==> config.mk <==
export PLATFORM = sky130hd
export DESIGN_NAME = vad_power_sequencer
export DESIGN_NICKNAME = d
export VERILOG_FILES = /design/src/rtl/vadps_pkg.sv /design/src/rtl/vadps_cfg_regs.sv /design/src/rtl/vadps_event_sel.sv /design/src/rtl/vadps_power_fsm.sv /design/src/rtl/vadps_irq_out.sv /design/src/rtl/vad_power_sequencer.sv
export SDC_FILE = /design/constraint.sdc
export NUM_CORES = 1
export LEC_CHECK = 0
export BUFFER_PORTS_ARGS = -buffer_cell sky130_fd_sc_hd__buf_2
export CAP_MARGIN = 20
export CELL_PAD_IN_SITES_DETAIL_PLACEMENT = 1
export CELL_PAD_IN_SITES_GLOBAL_PLACEMENT = 2
export CORE_ASPECT_RATIO = 0.6
export CORE_MARGIN = 3
export CORE_UTILIZATION = 24
export DETAILED_ROUTE_END_ITERATION = 8
export MAX_ROUTING_LAYER = met4
export PLACE_DENSITY = 0.82
export SYNTH_ARGS = -nofsm -noshare
export SYNTH_HDL_FRONTEND = slang
export SYNTH_SLANG_ARGS = --single-unit
==> constraint.sdc <==
create_clock -name clk -period 2.6 [get_ports clk]
set_clock_uncertainty 0.15 [all_clocks]
set_input_delay 0.52 -clock clk [delete_from_list [all_inputs] [get_ports clk]]
set_output_delay 0.52 -clock clk [all_outputs]
set_load 0.1 [all_outputs]
==> src/rtl/vadps_pkg.sv <==
package vadps_pkg;

   localparam int CH_SEL_W   = 2;
   localparam int CLK_CODE_W = 2;

   typedef enum logic [1:0] {
      POL_HOST_BOTH = 2'd0,
      POL_AUTO_BOTH = 2'd1,
      POL_AUTO_UP   = 2'd2,
      POL_AUTO_DOWN = 2'd3
   } pwr_policy_e;

   typedef enum logic {
      PWR_OFF = 1'b0,
      PWR_ON  = 1'b1
   } pwr_state_e;

   typedef struct packed {
      pwr_policy_e             policy;
      logic [CH_SEL_W-1:0]     chan_sel;
      logic [CLK_CODE_W-1:0]   clk_src;
      logic [CLK_CODE_W-1:0]   ext_freq;
      logic                    rec_det_en;
      logic                    pin_share_en;
   } cfg_t;

   function automatic logic policy_auto_up(input pwr_policy_e p);
      return (p == POL_AUTO_BOTH) || (p == POL_AUTO_UP);
   endfunction

   function automatic logic policy_auto_down(input pwr_policy_e p);
      return (p == POL_AUTO_BOTH) || (p == POL_AUTO_DOWN);
   endfunction

endpackage

==> src/rtl/vadps_cfg_regs.sv <==
module vadps_cfg_regs
   import vadps_pkg::*;
#(
   parameter int          ADDR_W       = 1,
   parameter int          DATA_W       = 8,
   parameter logic [1:0]  POLICY_RST   = 2'd0,
   parameter logic [1:0]  CHAN_RST     = 2'd2,
   parameter logic [1:0]  CLK_SRC_RST  = 2'd0,
   parameter logic [1:0]  EXT_FREQ_RST = 2'd0,
   parameter logic        REC_DET_RST  = 1'b1,
   parameter logic        PIN_SHR_RST  = 1'b0
) (
   input  logic              clk,
   input  logic              rst,
   input  logic              we,
   input  logic [ADDR_W-1:0] addr,
   input  logic [DATA_W-1:0] wdata,
   output cfg_t              cfg
);

   localparam logic [ADDR_W-1:0] ADDR_SEL  = ADDR_W'(0);
   localparam logic [ADDR_W-1:0] ADDR_DET  = ADDR_W'(1);
   localparam int POL_LSB   = 6;
   localparam int CHAN_LSB  = 4;
   localparam int CLK_LSB   = 2;
   localparam int FREQ_LSB  = 0;
   localparam int REC_BIT   = 0;
   localparam int SHR_BIT   = 1;

   localparam cfg_t CFG_RST = '{
      policy:       pwr_policy_e'(POLICY_RST),
      chan_sel:     CHAN_RST,
      clk_src:      CLK_SRC_RST,
      ext_freq:     EXT_FREQ_RST,
      rec_det_en:   REC_DET_RST,
      pin_share_en: PIN_SHR_RST
   };

   if (DATA_W < 8) begin : g_bad_width
      $error("vadps_cfg_regs: DATA_W must be at least 8");
   end
   if (ADDR_W < 1) begin : g_bad_addr
      $error("vadps_cfg_regs: ADDR_W must be at least 1");
   end

   cfg_t cfg_q;

   always_ff @(posedge clk) begin
      if (rst) begin
         cfg_q <= CFG_RST;
      end else if (we) begin
         if (addr == ADDR_SEL) begin
            cfg_q.policy   <= pwr_policy_e'(wdata[POL_LSB +: 2]);
            cfg_q.chan_sel <= wdata[CHAN_LSB +: CH_SEL_W];
            cfg_q.clk_src  <= wdata[CLK_LSB +: CLK_CODE_W];
            cfg_q.ext_freq <= wdata[FREQ_LSB +: CLK_CODE_W];
         end else if (addr == ADDR_DET) begin
            cfg_q.rec_det_en   <= wdata[REC_BIT];
            cfg_q.pin_share_en <= wdata[SHR_BIT];
         end
      end
   end

   assign cfg = cfg_q;

endmodule

==> src/rtl/vadps_event_sel.sv <==
module vadps_event_sel
   import vadps_pkg::*;
#(
   parameter int NUM_CH = 4
) (
   input  logic [NUM_CH-1:0]   voice_det,
   input  logic [NUM_CH-1:0]   voice_lost,
   input  logic [CH_SEL_W-1:0] chan_sel,
   input  logic                adc_on,
   input  logic                rec_det_en,
   output logic                voice_q,
   output logic                lost_q
);

   logic [NUM_CH-1:0] lane_mask;
   logic              det_live;

   for (genvar g = 0; g < NUM_CH; g++) begin : g_lane
      assign lane_mask[g] = (chan_sel == CH_SEL_W'(g));
   end

   assign det_live = !adc_on || rec_det_en;
   assign voice_q  = det_live && |(voice_det  & lane_mask);
   assign lost_q   = det_live && |(voice_lost & lane_mask);

endmodule

==> src/rtl/vadps_power_fsm.sv <==
module vadps_power_fsm
   import vadps_pkg::*;
(
   input  logic        clk,
   input  logic        rst,
   input  pwr_policy_e policy,
   input  logic        voice_q,
   input  logic        lost_q,
   input  logic        host_up,
   input  logic        host_down,
   output logic        adc_on
);

   pwr_state_e state_q, state_d;
   logic       go_up, go_down;

   always_comb begin
      go_up   = policy_auto_up(policy)   ? voice_q : host_up;
      go_down = policy_auto_down(policy) ? lost_q  : host_down;
      state_d = state_q;
      unique case (state_q)
         PWR_OFF: if (go_up)   state_d = PWR_ON;
         PWR_ON:  if (go_down) state_d = PWR_OFF;
         default: state_d = PWR_OFF;
      endcase
   end

   always_ff @(posedge clk) begin
      if (rst) state_q <= PWR_OFF;
      else     state_q <= state_d;
   end

   assign adc_on = (state_q == PWR_ON);

endmodule

==> src/rtl/vadps_irq_out.sv <==
module vadps_irq_out (
   input  logic clk,
   input  logic rst,
   input  logic voice_q,
   input  logic ack,
   input  logic adc_on,
   input  logic pin_share_en,
   input  logic audio_sd,
   output logic irq,
   output logic sdout
);

   logic irq_q;

   always_ff @(posedge clk) begin
      if (rst)          irq_q <= 1'b0;
      else if (ack)     irq_q <= 1'b0;
      else if (voice_q) irq_q <= 1'b1;
   end

   assign irq   = irq_q;
   assign sdout = (pin_share_en && !adc_on) ? irq_q : audio_sd;

endmodule

==> src/rtl/vad_power_sequencer.sv <==
module vad_power_sequencer
   import vadps_pkg::*;
#(
   parameter int NUM_CH     = 4,
   parameter int CFG_ADDR_W = 1,
   parameter int CFG_DATA_W = 8
) (
   input  logic                  clk,
   input  logic                  rst,
   input  logic                  cfg_we,
   input  logic [CFG_ADDR_W-1:0] cfg_addr,
   input  logic [CFG_DATA_W-1:0] cfg_wdata,
   input  logic [NUM_CH-1:0]     voice_det,
   input  logic [NUM_CH-1:0]     voice_lost,
   input  logic                  host_pwr_up,
   input  logic                  host_pwr_down,
   input  logic                  irq_ack,
   input  logic                  adc_audio_sd,
   output logic                  adc_power_on,
   output logic                  irq,
   output logic                  sdout,
   output logic [1:0]            vad_clk_src,
   output logic [1:0]            vad_ext_freq
);

   localparam int LANES = 1 << CH_SEL_W;

   if (NUM_CH != LANES) begin : g_bad_ch
      $error("vad_power_sequencer: NUM_CH must equal 2**CH_SEL_W");
   end

   cfg_t cfg_q;
   logic voice_q;
   logic lost_q;
   logic adc_on;

   vadps_cfg_regs #(
      .ADDR_W (CFG_ADDR_W),
      .DATA_W (CFG_DATA_W)
   ) u_cfg (
      .clk   (clk),
      .rst   (rst),
      .we    (cfg_we),
      .addr  (cfg_addr),
      .wdata (cfg_wdata),
      .cfg   (cfg_q)
   );

   vadps_event_sel #(
      .NUM_CH (NUM_CH)
   ) u_evt (
      .voice_det  (voice_det),
      .voice_lost (voice_lost),
      .chan_sel   (cfg_q.chan_sel),
      .adc_on     (adc_on),
      .rec_det_en (cfg_q.rec_det_en),
      .voice_q    (voice_q),
      .lost_q     (lost_q)
   );

   vadps_power_fsm u_pwr (
      .clk       (clk),
      .rst       (rst),
      .policy    (cfg_q.policy),
      .voice_q   (voice_q),
      .lost_q    (lost_q),
      .host_up   (host_pwr_up),
      .host_down (host_pwr_down),
      .adc_on    (adc_on)
   );

   vadps_irq_out u_irq (
      .clk          (clk),
      .rst          (rst),
      .voice_q      (voice_q),
      .ack          (irq_ack),
      .adc_on       (adc_on),
      .pin_share_en (cfg_q.pin_share_en),
      .audio_sd     (adc_audio_sd),
      .irq          (irq),
      .sdout        (sdout)
   );

   assign adc_power_on = adc_on;
   assign vad_clk_src  = cfg_q.clk_src;
   assign vad_ext_freq = cfg_q.ext_freq;

endmodule

==> results.json, run 1 <==
{
  "status": "completed",
  "highest-signal-layer": "met4",
  "detail-route-antenna-nets": 0,
  "achievable-frequency_mhz": 492,
  "reg2reg_depth": 3,
  "fin_crit_sh_pct": 78.3,
  "detailed_place.area_um2": 733,
  "timing_worst_slew_pin_value_ps": 536,
  "setup_tns_final_ps": 0,
  "post-cts-setup-buffers": 0,
  "area_occupied_by_multi_input_gates_um2": 302,
  "crit_end_element": "output pin",
  "drt_first_pass_iters": 4,
  "met1_length_um": 739,
  "initialDrtViolationCount": 9,
  "slew-limit-headroom_pct": 64.2,
  "timing.critical_path.from": "u_pwr.adc_on",
  "final_layout_size_suffix_gt1_share_pct": 38.9,
  "die_footprint_um2": 3090,
  "clockBufferDepth": 2,
  "htree_levels": 1,
  "initial_core_util_pct": 26.1,
  "grtUsageTotal_pct": 11.0,
  "drv.max_cap_violation_count": 0,
  "worstHoldPathCells": 2,
  "placement_rows": 13,
  "postSynthAreaPerCell_um2": 8.63,
  "gp_congestion": 0.669,
  "fp.dieW_um": 69.8,
  "timing.final.max_slew_violations": 0,
  "design.portCount": 31,
  "synth.cell_area_um2": 587,
  "p_per_area_nw_per_um2": 661,
  "data_arrival_time_of_the_critical_path_ps": 1360,
  "fp.dieH_um": 44.3,
  "clock-root-buffer": "sky130_fd_sc_hd__clkbuf_8",
  "syn_nets": 94,
  "yosysWarningCount": 0,
  "dr_wl_met2_um": 679,
  "postCtsResizedCells": 0,
  "cts.reportedPaths.clkPinSlew_ps": 50,
  "number_of_antenna_violations_at_the_first_check_in_global_routing": 0,
  "finalSetupViolations": 0,
  "detailroute.via_count": 548,
  "nets_finish": 122,
  "worstPathMaxFanout": 5,
  "ff_latch_area_um2": 240,
  "critPathRequiredTime_ps": 1930,
  "setup_crit_path_kind": "flop to output pin",
  "worst_r2r_endpoint": "u_pwr.adc_on",
  "timing_hold_violations_final": 0,
  "core_um2": 2240,
  "period_needed_ps": 2030,
  "hpwl_um": 1290,
  "tritoncts_num_sinks": 12,
  "clkLatencyLatePin_ps": 240,
  "cellLeakagePower_uw": 0.000363,
  "tritoncts": "built",
  "worstSetupStartpointType": "flop",
  "synth-seq-area-share_pct": 40.9,
  "synth_seq_cells": 12,
  "ir_drop_mv": 0.203,
  "num_antenna_cells": 0,
  "crit_end": "sdout",
  "buffer_ports.inserted": 30,
  "synth.lib_cells_used.distinct": 19,
  "grt_first_pass_wirelength_um": 2500,
  "cts_inserted_buffers": 3,
  "cts_hold_buf": 0,
  "syn2layout_area_growth_pct": 34.3,
  "num-fill-cells": 293,
  "number_of_global_route_vias_before_repair": 548,
  "drt_drc_violations_left": 0,
  "worst_reg2reg_path_startpoint": "u_cfg.cfg[6]",
  "hold_path_class": "input port to flop",
  "wl_per_cell_um": 12.5,
  "synthCells": 68,
  "grt-ovfl-total": 0,
  "routed-wl-met3_um": 139,
  "viasPerCell": 4.38,
  "worst-r2r-setup-slack_ps": 920,
  "design_area_final_um2": 788,
  "wirelength_um": 1570,
  "grt_max_degree": 14,
  "rsz0062_at_grt": "no"
}
## kinds of logic (layout without fill, tap and decap cells)
| logic type | Yosys count | count (layout) | synth area share (%) |
|---|---|---|---|
| muxes | 4 | 4 | 12.2 |
| AOI/OAI and AO/OA | 12 | 12 | 11.5 |
| buffers and inverters | 8 | 35 | 7.68 |
| DFF | 12 | 12 | 40.9 |
| adders and majority gates | 2 | 2 | 4.26 |
| and+or+nand+nor | 30 | 30 | 23.5 |
## report_power, final
group | switching [uW] | internal (uW) | leakage (uW) | total (uW)
Sequential | 8.69 | 195 | 0.0000986 | 204
Clock | 71.0 | 134 | 0.0000288 | 205
Combinational | 76.9 | 35.5 | 0.000236 | 112
Total | 157 | 364 | 0.000363 | 521
## registers in the layout (all words and copies together) (netlist names)
register      flops
u_cfg.cfg        10
u_pwr.adc_on      1
u_irq.irq         1
## cells in the mapped netlist
cell type,n,area [um^2]
sky130_fd_sc_hd__mux2_2,2,22.5
sky130_fd_sc_hd__a211o_1,1,8.76
sky130_fd_sc_hd__nand3b_1,2,15.0
sky130_fd_sc_hd__inv_1,1,3.75
sky130_fd_sc_hd__nor2b_1,1,6.26
sky130_fd_sc_hd__nor3_1,1,5.00
sky130_fd_sc_hd__a22o_1,1,8.76
sky130_fd_sc_hd__nor2_1,2,7.51
sky130_fd_sc_hd__dfxtp_1,12,240
sky130_fd_sc_hd__mux4_2,1,22.5
sky130_fd_sc_hd__and3_1,1,6.26
sky130_fd_sc_hd__buf_4,4,30.0
sky130_fd_sc_hd__nand2_1,18,67.6
sky130_fd_sc_hd__ha_1,2,25.0
sky130_fd_sc_hd__clkbuf_1,3,11.3
sky130_fd_sc_hd__nand2b_1,4,25.0
sky130_fd_sc_hd__mux4_1,1,26.3
sky130_fd_sc_hd__nand3_1,1,5.00
sky130_fd_sc_hd__a21oi_1,10,50.1
## per-stage QoR
| stage | setup slack (ps) | total power [uW] | util [%] | std cells | hold WS, ps |
|---|---|---|---|---|---|
| floorplan | 207 | 292 | - | 68 | 287 |
| global placement | 767 | 319 | 32.7 | 121 | 293 |
| detailed placement | 748 | 321 | 32.7 | 121 | 305 |
| CTS | 547 | 531 | 35.1 | 125 | 286 |
| global route | 477 | 550 | 35.1 | 125 | 292 |
| finish | 565 | 521 | 35.1 | 125 | 292 |
## layout make-up
class,count,share of cell area [%]
Clock buffer,4,6.98
Inverter,1,0.476
Multi-Input combinational cell,48,38.3
Sequential cell,12,30.5
Tap cell,30,4.76
Timing Repair Buffer,30,19.0
## cells in the final DEF (no fill, tap or decap)
cell                       Yosys  layout
sky130_fd_sc_hd__nor2b_1       1       1
sky130_fd_sc_hd__nand3b_1      2       2
sky130_fd_sc_hd__nand2b_1      4       4
sky130_fd_sc_hd__inv_1         1       1
sky130_fd_sc_hd__a22o_1        1       1
sky130_fd_sc_hd__a211o_1       1       1
sky130_fd_sc_hd__nor3_1        1       1
sky130_fd_sc_hd__ha_1          2       2
sky130_fd_sc_hd__nand2_1      18      18
sky130_fd_sc_hd__nor2_1        2       2
sky130_fd_sc_hd__buf_2         0      30
sky130_fd_sc_hd__and3_1        1       1
sky130_fd_sc_hd__mux2_2        2       2
sky130_fd_sc_hd__mux4_1        1       1
sky130_fd_sc_hd__nand3_1       1       1
sky130_fd_sc_hd__dfxtp_1      12      12
sky130_fd_sc_hd__a21oi_1      10      10
sky130_fd_sc_hd__mux4_2        1       1
sky130_fd_sc_hd__clkbuf_8      0       4
## routing by layer
layer	up-vias	track usage (%)
met5	-	-
met4	0	3.44
met3	2	5.67
met2	20	14.6
met1	246	14.4
li1	280	-
## how the worst min path moves through the flow
stage                              end         start  slack [ps]
after floorplan           u_cfg.cfg[2]  u_cfg.cfg[2]         290
after global placement    u_cfg.cfg[3]  u_cfg.cfg[3]         290
after detailed placement  u_cfg.cfg[3]  u_cfg.cfg[3]         310
after CTS                    u_irq.irq       irq_ack         290
after global routing         u_irq.irq       irq_ack         290
final                        u_irq.irq       irq_ack         290
## critical path: stages, from the launching register on
cell,delay (ps)
sky130_fd_sc_hd__dfxtp_1,380
sky130_fd_sc_hd__nand2b_1,130
sky130_fd_sc_hd__mux2_2,320
sky130_fd_sc_hd__buf_2,290
Note: power is estimated with default switching activity, not from simulation.
==> inputs of run 2 (changes only) <==
- ABC_AREA: not set -> 1
- CORE_UTILIZATION: 24 -> 19
- PLACE_DENSITY: 0.82 -> 0.73
- clock period: 2.6 -> 1.84 ns (I/O delays scaled with it)
==> run 2 against run 1 <==
Synthesized cell count grew 26%; register-to-register slack lost 340 ps; synthesized area grew 3.2%; clock power grew 8%; hold slack lost 170 ps; critical endpoint unchanged; largest power group is now registers; highest routed layer unchanged.
==> results.json, run 2 <==
{
  "core_um2": 2950,
  "synth-main-ff-cell": "sky130_fd_sc_hd__dfxtp_1",
  "detailroute.via_count": 639,
  "layout_commonest_cell": "sky130_fd_sc_hd__buf_2",
  "critical_path.n_buffers_inverters": 2,
  "synth_commonest_cells": "sky130_fd_sc_hd__nor2_1 (17), sky130_fd_sc_hd__dfxtp_1 (12), sky130_fd_sc_hd__nand2_1 (11), sky130_fd_sc_hd__inv_1 (8), sky130_fd_sc_hd__nand3_1 (8)",
  "power_frac_comb_pct": 30.1,
  "reg2reg_depth": 7,
  "design.portCount": 31,
  "fp.dieW_um": 78.9,
  "rsz0062_at_grt": "no",
  "hpwl_um": 1450,
  "crit_end": "sdout",
  "grtUsageTotal_pct": 10.3,
  "critical-path-top-delay-family": "flip-flops",
  "power.net_switching_uw": 254,
  "fin_crit_sh_pct": 93.4,
  "achievable-frequency_mhz": 582,
  "synth.lib_cells_used.distinct": 18,
  "drt_drc_violations_left": 0,
  "grt_first_pass_wirelength_um": 3050,
  "timing.final.max_slew_violations": 0,
  "final_layout_size_suffix_gt1_share_pct": 36.8,
  "synth.cell_area_um2": 606,
  "status": "completed",
  "synth_top_cell_area_share_pct": 39.7,
  "setup_crit_path_kind": "flop to output pin",
  "gp_congestion": 0.744,
  "hold_slack_ps": 126,
  "post-cts-setup-buffers": 0,
  "data_arrival_time_of_the_critical_path_ps": 1200,
  "postSynthAreaPerCell_um2": 7.04,
  "hold_path_class": "input port to flop",
  "area_occupied_by_multi_input_gates_um2": 304,
  "number_of_antenna_violations_at_the_first_check_in_global_routing": 0,
  "critPathRequiredTime_ps": 1320,
  "period_needed_ps": 1720,
  "htree_levels": 1,
  "die_footprint_um2": 3920,
  "syn2layout_area_growth_pct": 40.7,
  "cp_depth": 4,
  "viasPerCell": 4.10,
  "detail-route-antenna-nets": 0,
  "tritoncts": "built",
  "worstSetupStartpointType": "flop",
  "crit_path_top_delay_cell": "sky130_fd_sc_hd__dfxtp_4",
  "cellLeakagePower_uw": 0.000428,
  "grt-ovfl-total": 0,
  "synth-edff-count": 0,
  "finalSetupViolations": 0,
  "ir_drop_mv": 0.373,
  "internal_power_uw": 486,
  "power.sequential.fraction_pct": 39.9,
  "drv.max_cap_violation_count": 0,
  "clockBufferDepth": 2,
  "worst_r2r_endpoint": "u_pwr.adc_on",
  "ff_latch_area_um2": 248,
  "drt_first_pass_iters": 3,
  "initialDrtViolationCount": 10,
  "dominant_cell_by_count_in_the_synthesized_netlist": "sky130_fd_sc_hd__nor2_1",
  "postCtsResizedCells": 0,
  "initial_core_util_pct": 20.6,
  "most-common-layout-cells": "sky130_fd_sc_hd__buf_2 (29), sky130_fd_sc_hd__nor2_1 (17), sky130_fd_sc_hd__nand2_1 (11), sky130_fd_sc_hd__dfxtp_1 (10)",
  "clkLatencyLatePin_ps": 230,
  "finish.cell_count_without_fillers": 156,
  "grt_max_degree": 12,
  "timing.critical_path.from": "u_pwr.adc_on",
  "p_per_area_nw_per_um2": 868,
  "nets_finish": 142,
  "synth-seq-area-share_pct": 39.7,
  "timing_worst_slew_pin_value_ps": 497,
  "number_of_global_route_vias_before_repair": 679,
  "slew-limit-headroom_pct": 67.1,
  "wl_per_cell_um": 11.3,
  "synth_top_area_cell": "sky130_fd_sc_hd__dfxtp_1",
  "async_flop_share_pct": 0,
  "wirelength_um": 1760,
  "cell_types_occupying_the_most_area_after_synthesis": "sky130_fd_sc_hd__dfxtp_1 (40%), sky130_fd_sc_hd__nor2_1 (11%), sky130_fd_sc_hd__nand2_1 (6.8%)",
  "synthCells": 86,
  "setup_tns_final_ps": 0,
  "placed_cells": 153,
  "worst_reg2reg_path_startpoint": "u_cfg.cfg[6]",
  "worst-r2r-setup-slack_ps": 580,
  "tritoncts_num_sinks": 12,
  "syn_nets": 112,
  "cp_cell_sequence": "inv_1 -> a21oi_1 -> a31oi_4 -> buf_12",
  "cts_inserted_buffers": 3,
  "buffer_ports.inserted": 30,
  "synth_seq_cells": 12,
  "timing_hold_violations_final": 0,
  "cts_hold_buf": 0,
  "yosysWarningCount": 0,
  "crit_end_element": "output pin",
  "num_antenna_cells": 0,
  "fp.dieH_um": 49.7,
  "num-fill-cells": 386,
  "switching_share_pct": 34.3,
  "clock-root-buffer": "sky130_fd_sc_hd__clkbuf_8",
  "clock_group_share_of_total_power_pct": 30.0,
  "total_power_uw": 740,
  "worstPathMaxFanout": 4,
  "largest_reg_flops": 10,
  "placement_rows": 15,
  "critical_path.max_stage_delay_ps": 350,
  "cts.reportedPaths.clkPinSlew_ps": 50
}
[run 2: how the worst min path moves through the flow]
stage / from / depth (start not counted) / endpoint / slack, ps
after floorplan: rst / 1 / u_pwr.adc_on / 280
after global placement: u_cfg.cfg[9] / 2 / u_cfg.cfg[9] / 320
after detailed placement: u_cfg.cfg[9] / 2 / u_cfg.cfg[9] / 340
after CTS: irq_ack / 2 / u_irq.irq / 120
after global routing: irq_ack / 2 / u_irq.irq / 130
final: irq_ack / 2 / u_irq.irq / 130
[run 2: layout make-up]
class	count	share of cell area [%]
well taps	42	6.17
clock buffers	3	4.85
inverters	11	4.85
multi-input cells	58	35.7
repair buffers	30	19.4
flip-flops and latches	12	29.1
[run 2: cell families (layout without fill, tap and decap cells)]
group | after synthesis | after routing | share of synthesized area [%]
flops | 12 | 12 | 39.7
simple gates | 39 | 39 | 27.9
buf+inv | 16 | 44 | 12.6
fa+ha+maj | 2 | 2 | 4.13
compound gates | 17 | 17 | 15.7
[run 2: stage by stage]
step                      utilization (%)  cell area, um^2  setup WS [ps]
after floorplan                         -              628           22.0
after global placement               27.5              811            402
after detailed placement             27.5              811            360
after CTS                            28.9              852            107
after global routing                 28.9              852           42.4
final                                28.9              852            121
[run 2: power by group through the flow]
stage / clock [uW] / combinational (uW) / sequential (uW)
6_report: 222 / 222 / 295
3_3_place_gp: 0 / 223 / 298
3_5_place_dp: 0 / 225 / 300
4_1_cts: 234 / 226 / 295
2_1_floorplan: 0 / 136 / 331
5_1_grt: 244 / 243 / 298
[run 2: per-layer routing]
layer	global-route usage, %	part of all wire, %	vias up
met5	-	0	-
met4	3.43	1.1	0
met3	4.56	6.7	2
met2	15.2	42	19
met1	12.4	50	288
li1	-	-	330
